[src/rtl/arb_pkg.sv]
// Package: shared encodings for the three-master arbiter.
// Assumes: owner codes fit in two bits; park codes are fixed by the port contract.
package arb_pkg;
    localparam int PARK_W = 2;

    typedef enum logic [1:0] {
        OWN_CORE = 2'd0,
        OWN_DMA  = 2'd1,
        OWN_EXT  = 2'd2,
        OWN_NONE = 2'd3
    } owner_e;

    typedef enum logic [PARK_W-1:0] {
        PARK_RR   = 2'b00,
        PARK_CORE = 2'b01,
        PARK_DMA  = 2'b10,
        PARK_HOLD = 2'b11
    } park_e;
endpackage

[src/rtl/arb_park_policy.sv]
// Module: arb_park_policy
// Picks core or DMA under the programmed park code, given the last internal holder.
// Assumes: last_int is always OWN_CORE or OWN_DMA; the result is used only when
// the outside master and the core-first rule do not decide.
module arb_park_policy
    import arb_pkg::*;
(
    input  logic              clk,
    input  logic              rst_n,
    input  logic [PARK_W-1:0] park_mode,
    input  logic              core_req,
    input  logic              dma_req,
    input  owner_e            last_int,
    output owner_e            pick
);
    logic holder_is_dma;
    assign holder_is_dma = (last_int == OWN_DMA);

    // Purpose: combinational choice between the two internal masters.
    always_comb begin
        pick = last_int;
        unique case (park_e'(park_mode))
            PARK_RR: begin
                if (core_req && dma_req)
                    pick = holder_is_dma ? OWN_CORE : OWN_DMA;
                else if (core_req)
                    pick = OWN_CORE;
                else if (dma_req)
                    pick = OWN_DMA;
            end
            PARK_CORE: pick = (dma_req && !core_req) ? OWN_DMA : OWN_CORE;
            PARK_DMA:  pick = (core_req && !dma_req) ? OWN_CORE : OWN_DMA;
            default: begin
                if (holder_is_dma)
                    pick = (core_req && !dma_req) ? OWN_CORE : OWN_DMA;
                else
                    pick = (dma_req && !core_req) ? OWN_DMA : OWN_CORE;
            end
        endcase
    end


    park_hold_chk: assert property (@(posedge clk) disable iff (!rst_n)
        (park_mode == PARK_HOLD && dma_req && holder_is_dma) |-> (pick == OWN_DMA));


    rr_alt_chk: assert property (@(posedge clk) disable iff (!rst_n)
        (park_mode == PARK_RR && core_req && dma_req) |-> (pick != last_int));
endmodule

[src/rtl/arb_owner_fsm.sv]
// Module: arb_owner_fsm
// Holds the bus owner and the last internal holder. It re-decides both on
// cycle_done and gives the core priority for POST_EXT_WINS decisions after an
// outside tenure.
// Assumes: POST_EXT_WINS >= 1; policy_pick is valid every cycle.
module arb_owner_fsm
    import arb_pkg::*;
#(
    parameter int POST_EXT_WINS = 1
) (
    input  logic   clk,
    input  logic   rst_n,
    input  logic   cycle_done,
    input  logic   core_req,
    input  logic   ext_req,
    input  logic   ext_gnt_n,
    input  logic   ext_access_en,
    input  owner_e policy_pick,
    output owner_e owner,
    output owner_e last_int
);
    localparam int CNT_W = (POST_EXT_WINS > 1) ? $clog2(POST_EXT_WINS + 1) : 1;

    owner_e     nxt;
    logic       off_internal;
    logic       core_first;
    logic       leaving_ext;
    logic [CNT_W-1:0] win_cnt;

    assign off_internal = (owner == OWN_EXT) || (owner == OWN_NONE);

    // Purpose: next owner with outside priority, blocking and the core-first rule.
    always_comb begin
        core_first = ext_gnt_n || off_internal || (win_cnt != '0);
        if (ext_gnt_n && ext_req)
            nxt = OWN_EXT;
        else if (ext_gnt_n && ext_access_en)
            nxt = OWN_NONE;
        else if (core_first && core_req)
            nxt = OWN_CORE;
        else
            nxt = policy_pick;
    end

    assign leaving_ext = off_internal && (nxt == OWN_CORE || nxt == OWN_DMA);

    // Purpose: register the owner and the last internal holder on bus-cycle boundaries.
    always_ff @(posedge clk) begin
        if (!rst_n) begin
            owner    <= OWN_CORE;
            last_int <= OWN_CORE;
        end else if (cycle_done) begin
            owner <= nxt;
            if (nxt == OWN_CORE || nxt == OWN_DMA)
                last_int <= nxt;
        end
    end

    generate
        if (POST_EXT_WINS > 1) begin : g_win_cnt
            // Purpose: count the extra core-first decisions after an outside tenure.
            always_ff @(posedge clk) begin
                if (!rst_n)
                    win_cnt <= '0;
                else if (cycle_done) begin
                    if (leaving_ext)
                        win_cnt <= CNT_W'(POST_EXT_WINS - 1);
                    else if (win_cnt != '0)
                        win_cnt <= win_cnt - 1'b1;
                end
            end
        end else begin : g_no_cnt
            assign win_cnt = '0;
        end
    endgenerate


    owner_hold_chk: assert property (@(posedge clk) disable iff (!rst_n)
        !cycle_done |=> $stable(owner));


    ext_win_chk: assert property (@(posedge clk) disable iff (!rst_n)
        (cycle_done && ext_gnt_n && ext_req) |=> (owner == OWN_EXT));


    ext_block_chk: assert property (@(posedge clk) disable iff (!rst_n)
        (cycle_done && !ext_gnt_n) |=> (owner != OWN_EXT));


    ext_access_chk: assert property (@(posedge clk) disable iff (!rst_n)
        (cycle_done && ext_gnt_n && ext_access_en) |=> (owner == OWN_EXT || owner == OWN_NONE));


    core_after_ext_chk: assert property (@(posedge clk) disable iff (!rst_n)
        (cycle_done && off_internal && !ext_gnt_n && core_req) |=> (owner == OWN_CORE));
endmodule

[src/rtl/arb_xfer_vis.sv]
// Module: arb_xfer_vis
// Turns the acknowledge pin into an output and enables data visibility while an
// internal register transfer runs with outside access enabled.
// Assumes: int_reg_xfer comes from address decode outside this block.
module arb_xfer_vis
    import arb_pkg::*;
(
    input  logic   clk,
    input  logic   rst_n,
    input  owner_e owner,
    input  logic   ext_access_en,
    input  logic   show_data_en,
    input  logic   int_reg_xfer,
    output logic   ta_oe,
    output logic   show_data_oe
);
    logic internal_owner;

    // Purpose: acknowledge direction and data visibility enables.
    always_comb begin
        internal_owner = (owner == OWN_CORE) || (owner == OWN_DMA);
        ta_oe          = ext_access_en && int_reg_xfer && internal_owner;
        show_data_oe   = ta_oe && show_data_en;
    end


    ta_needs_access_chk: assert property (@(posedge clk) disable iff (!rst_n)
        ta_oe |-> (ext_access_en && int_reg_xfer));


    show_needs_ta_chk: assert property (@(posedge clk) disable iff (!rst_n)
        show_data_oe |-> (ta_oe && show_data_en));
endmodule

[src/rtl/bus_arbiter3.sv]
// Module: bus_arbiter3
// Top level of the three-master arbiter: park policy, owner register and
// transfer-visibility logic, plus decoding of the owner into one-hot grants.
// Assumes: all inputs are synchronous to clk.
module bus_arbiter3
    import arb_pkg::*;
#(
    parameter int POST_EXT_WINS = 1
) (
    input  logic        clk,
    input  logic        rst_n,
    input  logic        core_req,
    input  logic        dma_req,
    input  logic        ext_req,
    input  logic        ext_gnt_n,
    input  logic [1:0]  park_mode,
    input  logic        cycle_done,
    input  logic        ext_access_en,
    input  logic        show_data_en,
    input  logic        int_reg_xfer,
    output logic        gnt_core,
    output logic        gnt_dma,
    output logic        gnt_ext,
    output logic        ta_oe,
    output logic        show_data_oe
);
    owner_e owner;
    owner_e last_int;
    owner_e policy_pick;

    arb_park_policy u_policy (
        .clk       (clk),
        .rst_n     (rst_n),
        .park_mode (park_mode),
        .core_req  (core_req),
        .dma_req   (dma_req),
        .last_int  (last_int),
        .pick      (policy_pick)
    );

    arb_owner_fsm #(.POST_EXT_WINS(POST_EXT_WINS)) u_fsm (
        .clk           (clk),
        .rst_n         (rst_n),
        .cycle_done    (cycle_done),
        .core_req      (core_req),
        .ext_req       (ext_req),
        .ext_gnt_n     (ext_gnt_n),
        .ext_access_en (ext_access_en),
        .policy_pick   (policy_pick),
        .owner         (owner),
        .last_int      (last_int)
    );

    arb_xfer_vis u_vis (
        .clk           (clk),
        .rst_n         (rst_n),
        .owner         (owner),
        .ext_access_en (ext_access_en),
        .show_data_en  (show_data_en),
        .int_reg_xfer  (int_reg_xfer),
        .ta_oe         (ta_oe),
        .show_data_oe  (show_data_oe)
    );

    // Purpose: decode the owner code into the grant outputs.
    always_comb begin
        gnt_core = (owner == OWN_CORE);
        gnt_dma  = (owner == OWN_DMA);
        gnt_ext  = (owner == OWN_EXT);
    end


    grant_onehot_chk: assert property (@(posedge clk) disable iff (!rst_n)
        $onehot0({gnt_core, gnt_dma, gnt_ext}));
endmodule

[config.mk]
export PLATFORM = sky130hd
export DESIGN_NAME = bus_arbiter3
export DESIGN_NICKNAME = d
export VERILOG_FILES = /design/src/rtl/arb_pkg.sv /design/src/rtl/arb_park_policy.sv /design/src/rtl/arb_owner_fsm.sv /design/src/rtl/arb_xfer_vis.sv /design/src/rtl/bus_arbiter3.sv
export SDC_FILE = /design/constraint.sdc
export NUM_CORES = 1
export LEC_CHECK = 0
export BUFFER_PORTS_ARGS = -buffer_cell sky130_fd_sc_hd__buf_2
export CAP_MARGIN = 20
export CORE_AREA = 5 5 42 44
export CTS_CLUSTER_DIAMETER = 120
export DETAILED_ROUTE_END_ITERATION = 10
export DIE_AREA = 0 0 47 49
export PLACE_DENSITY = 0.43
export SLEW_MARGIN = 20
export SYNTH_ARGS = -nofsm -noshare
export SYNTH_HDL_FRONTEND = slang
export SYNTH_HIERARCHICAL = 1
export SYNTH_SLANG_ARGS = --single-unit
[constraint.sdc]
create_clock -name clk -period 1.59 [get_ports clk]
set_input_delay 0.3975 -clock clk [delete_from_list [all_inputs] [get_ports clk]]
set_output_delay 0.3975 -clock clk [all_outputs]
set_load 0.1 [all_outputs]
# Word-level counts from Yosys, hierarchy flattened
# Cells that the tools add are included.
# totals
memories,0
ramBits,0
regBits,4
latchBits,0
mem_bits_ro,0
# op_classes
multipliers,0
order_cmp,0
eq_ne,7
n_mux,11
n_bitwise,0
div_mod_pow,0
reduce_logical,19
addsub,0
shift,0
# op_table
cell,n
$mux W2,7
$logic_and A1 B1 Y1,9
$eq A2 B1 Y1 const B,4
$eq A2 B2 Y1 const B,3
$logic_not A2 Y1,3
$pmux W2 S3,1
$logic_or A1 B1 Y1,4
$mux W1,3
$logic_not A1 Y1,2
$reduce_and A2 Y1,1

# Longest topological paths before layout
# logic_depth
depth_word,11
mapped_depth,6
depth_no_buf,6

# Cells and area by module
# Netlist, hierarchy kept.
# by_module_without_submodules
module,n_inst,area_each_um2,cells_per_inst,seq_area_each_um2
arb_owner_fsm,1,183.9,20,80.1
arb_park_policy,1,67.6,10,0.0
arb_xfer_vis,1,20.0,2,0.0
bus_arbiter3,1,18.8,3,0.0

# Worst setup path after synthesis
# OpenSTA, ideal clock, no wires.
# synth_path
path_type,register to output
startpoint,reg u_fsm.owner[1]
endpoint,out gnt_ext
n_path_buf,0
stages_incl_launch_ff,2
arrival_time_ns,1.761
slack_ns,-0.569
required_ns,1.192
path_cell_list,dfxtp_1 > nor2b_1
# synth_between
elab_chain_cells,1
# synth_lines
item,line,text
"start, declared",arb_owner_fsm.sv:19,"output owner_e owner,"
"start signal, assigned",arb_owner_fsm.sv:53,owner <= nxt;
$eq A2 B2 Y1,bus_arbiter3.sv:69,gnt_ext = (owner == OWN_EXT);
"end, declared",bus_arbiter3.sv:23,"output logic gnt_ext,"
# Every way passes these cells.

# Final worst setup path
# layout_path
startpoint,reg u_fsm.owner[1]
endpoint,out show_data_oe
# layout_between
elab_chain_cells,4
elab_cells_between_ends,5
# layout_lines
item,line,text
$eq A2 B1 Y1 or $logic_not A2 Y1 (tied branches),arb_xfer_vis.sv:21,internal_owner = (owner == OWN_CORE) || (owner == OWN_DMA);
$logic_or A1 B1 Y1 (*),arb_xfer_vis.sv:21,
$logic_and A1 B1 Y1 (*),arb_xfer_vis.sv:22,ta_oe = ext_access_en && int_reg_xfer && internal_owner;
$logic_and A1 B1 Y1 (*),arb_xfer_vis.sv:23,show_data_oe = ta_oe && show_data_en;
"end, declared",bus_arbiter3.sv:25,output logic show_data_oe
# Every way passes the cells marked *; elsewhere a longest branch is shown, timed or not.

==> results.txt <==
----------------------------------------------------
[Status]
  Status ... completed

[Floorplanning]
  Die boundary height ... 49 um
  I/O pin count ... 17
  Area of the core ... 1400 sq um
  Die area ... 2300 sq um
  Die extent in x ... 47 um
  Initial standard-cell utilization of the core ... 20.7%
  Std cell rows ... 14

[Finish]
  Footprint of the multi-input gates ... 205 sq um
  Post-route cell area ... 503 sq um
  Share of final-layout standard cells stronger than drive strength 1 ... 54.5%
  Area overhead of the layout relative to synthesis ... 73.3%
  Fraction of the core area covered by cells at the end of the flow ... 35.9%
  Sequential cell area ... 81.3 sq um
  Filler Cell Count ... 157
  Finished Layout Cells ... 71
  Final net count ... 69
  Antenna fix cells ... 0

[Logic synthesis]
  Flop and latch count out of synthesis ... 4
  Dominant synthesized flop cell ... dfxtp_1
  Most area-hungry cell type in the Yosys netlist ... dfxtp_1
  Total standard cell area after synthesis ... 290 sq um
  Number of distinct library cells after synthesis ... 25
  Register area share after synthesis ... 27.6%
  Mean instance size in the synthesized netlist ... 8.29 sq um
  Ranking of synthesized cells by area ... dfxtp_1 (28%), a21oi_1 (5.2%), o221ai_2 (5.2%)
  Area fraction of the dominant cell type after synthesis ... 27.6%
  Number of enable-type register cells in the synthesized netlist ... 0
  Async set-or-reset flop fraction in the synthesized netlist ... 0%
  Net count of the mapped netlist ... 47
  Synth top cells by count ... dfxtp_1 (4), a21oi_1 (3), inv_1 (3)
  Total of warnings raised by yosys ... 6
  Most common cell in the synthesized netlist ... dfxtp_1
  Cells after synthesis ... 35

[Timing]
  Final number of hold-violating endpoints ... 0
  Worst Hold Slack ... 0.397 ns
  Fin. max-slew vios ... 0
  Final clock period utilization by the worst path ... 92.2%
  Setup repair after global routing missed its margin ... false
  Time the final worst path needs with I/O delays and setup ... 1.47 ns
  Worst clock skew ... 0.00466 ns
  Total negative slack for setup checks ... 0 ns
  Total setup violations reported at the end of the flow ... 0
  Actual slew at the worst max-slew pin ... 0.251 ns
  Achievable Freq ... 682 MHz
  Max-slew headroom ... 83.1%

[Power]
  VDD IR-drop max ... 0.446 mV
  Combinational fraction of design power ... 42.2%
  Power density relative to cell area ... 826 nW/um^2
  Psw ... 0.000153 W
  Fraction of power consumed by sequential logic ... 27.5%
  Switching part of the total power ... 36.9%
  Internal Pwr Total ... 0.000262 W
  Fraction of power consumed by the clock network ... 30.3%
  Leakage ... 0.240 nW

[GRT]
  Final global-route overflow total ... 0
  Global-route total usage across every layer ... 7.82%
  Wire length of the first global-routing pass ... 1240 um
  Initial antenna violation count ... 0
  Largest net degree at the start of global routing ... 9
  Number of global-route vias before repair ... 287

[Setup path]
  Worst Path Class, Setup ... flop to output pin
  Startpoint class of the critical path ... flop
  CP Capture Type ... output pin
  CP required ... 1.19 ns
  Maximum fanout along the worst path ... 8
  Worst EP arrival ... 1.07 ns

[Routing]
  Initial DRC Count ... 1
  Vias ... 311
  Total wire length after detailed routing ... 729 um
  Vias per cell ... 4.38
  Antenna Violating Nets Remaining ... 0
  Number of iterations in the first detailed-routing pass ... 2
  Per-cell routed wire length ... 10.3 um
  Final routed DRC violation total ... 0

[Clock tree]
  Library cell used as clock root buffer ... clkbuf_4
  Number of levels in the clock H-tree ... 1
  Maximum root-to-sink buffer count ... 2
  CTS tree ... built
  Worst-path clk slew ... 0.04 ns
  Clk Latency, worst-skew pair ... 0.24 ns
  Post-CTS setup buffer count ... 0
  Clock buffers created by TritonCTS ... 3
  Clock sink count ... 4

[Placed design]
  Total of buffers placed on input and output ports ... 16
  Final RePlAce weighted congestion ... 0.659
  Half-perimeter wire length of the detailed placement result ... 619 um
  Number of cells after detailed placement ... 68
  Total placed instance area ... 479 sq um

[Worst hold path]
  Class of the tightest hold or removal check ... input port to flop

[Run]
  Count of max-cap constraint violations ... 0

----------------------------------------------------
## sequential cells by signal, indices dropped and copies added (netlist names)
signal and count:
u_fsm/last_int 2, u_fsm/owner 2
## critical path, cell delays in order (launching register included)
cell and delay, ns:
dfxtp_2 0.35, and4b_2 0.31, buf_12 0.17
## placed cells by master, fill, tap and decap left out, drive strengths merged
master	count
buf	17
dfxtp	4
clkbuf	3
a21oi	3
inv	3
o21ai	3
nand2b	2
nor2	2
and2b	2
and3	2
nor2b	1
a21o	1
nand2	1
o21a	1
o211ai	1
a211o	1
o211a	1
nor4	1
and2	1
o22a	1
nand3	1
o221ai	1
and3b	1
and4b	1
## worst paths after layout
check                                  startpoint                 to  slack [ns]  cells past startpoint
worst max-delay path               u_fsm/owner[1]       show_data_oe        0.12                      2
worst min-delay path                   cycle_done     u_fsm/owner[0]        0.40                      2
worst max register to register  u_fsm/last_int[1]  u_fsm/last_int[0]        0.35                      5
worst min register to register  u_fsm/last_int[1]  u_fsm/last_int[1]        0.51                      1
## stage by stage
stage	total power (W)	worst slack, ns
global placement	0.000291	0.00360
finish	0.000415	0.124
global route	0.000440	0.0780
detailed placement	0.000292	0.00666
CTS	0.000426	0.0386
floorplan	0.000221	-0.0723
## power by group through the flow
stage / registers (W) / logic (W) / clock network, W
after global routing: 0.000116 / 0.000185 / 0.000140
after global placement: 0.000116 / 0.000176 / 0
after floorplan: 0.000114 / 0.000107 / 0
after detailed placement: 0.000116 / 0.000176 / 0
final: 0.000114 / 0.000175 / 0.000126
after CTS: 0.000114 / 0.000176 / 0.000135
## what timing repair did
action,4_1_cts,5_1_grt
resized for setup,0,1
endpoints found under the setup margin,0,3
hold buffers,0,0
## metal layers
metal | global-route usage, % | vias up | part of all wire (%)
met3 | 2.58 | 4 | 5.9
li1 | - | 173 | -
met2 | 9.05 | 7 | 45
met4 | 8.29 | 0 | 4.0
met5 | 0 | - | 0
met1 | 10.1 | 127 | 45
## cell type report
class | instances | area share, %
inverters | 3 | 2.24
repair buffers | 17 | 32.3
multi-input cells | 28 | 40.8
flip-flops and latches | 4 | 16.2
clock buffers | 3 | 4.48
well taps | 16 | 3.98
## kinds of logic after synthesis
group | count (synthesis) | synth area share [%]
buf+inv | 3 | 3.88
simple gates | 15 | 33.6
flops | 4 | 27.6
compound gates | 13 | 34.9
(Power assumes the default switching activity.)
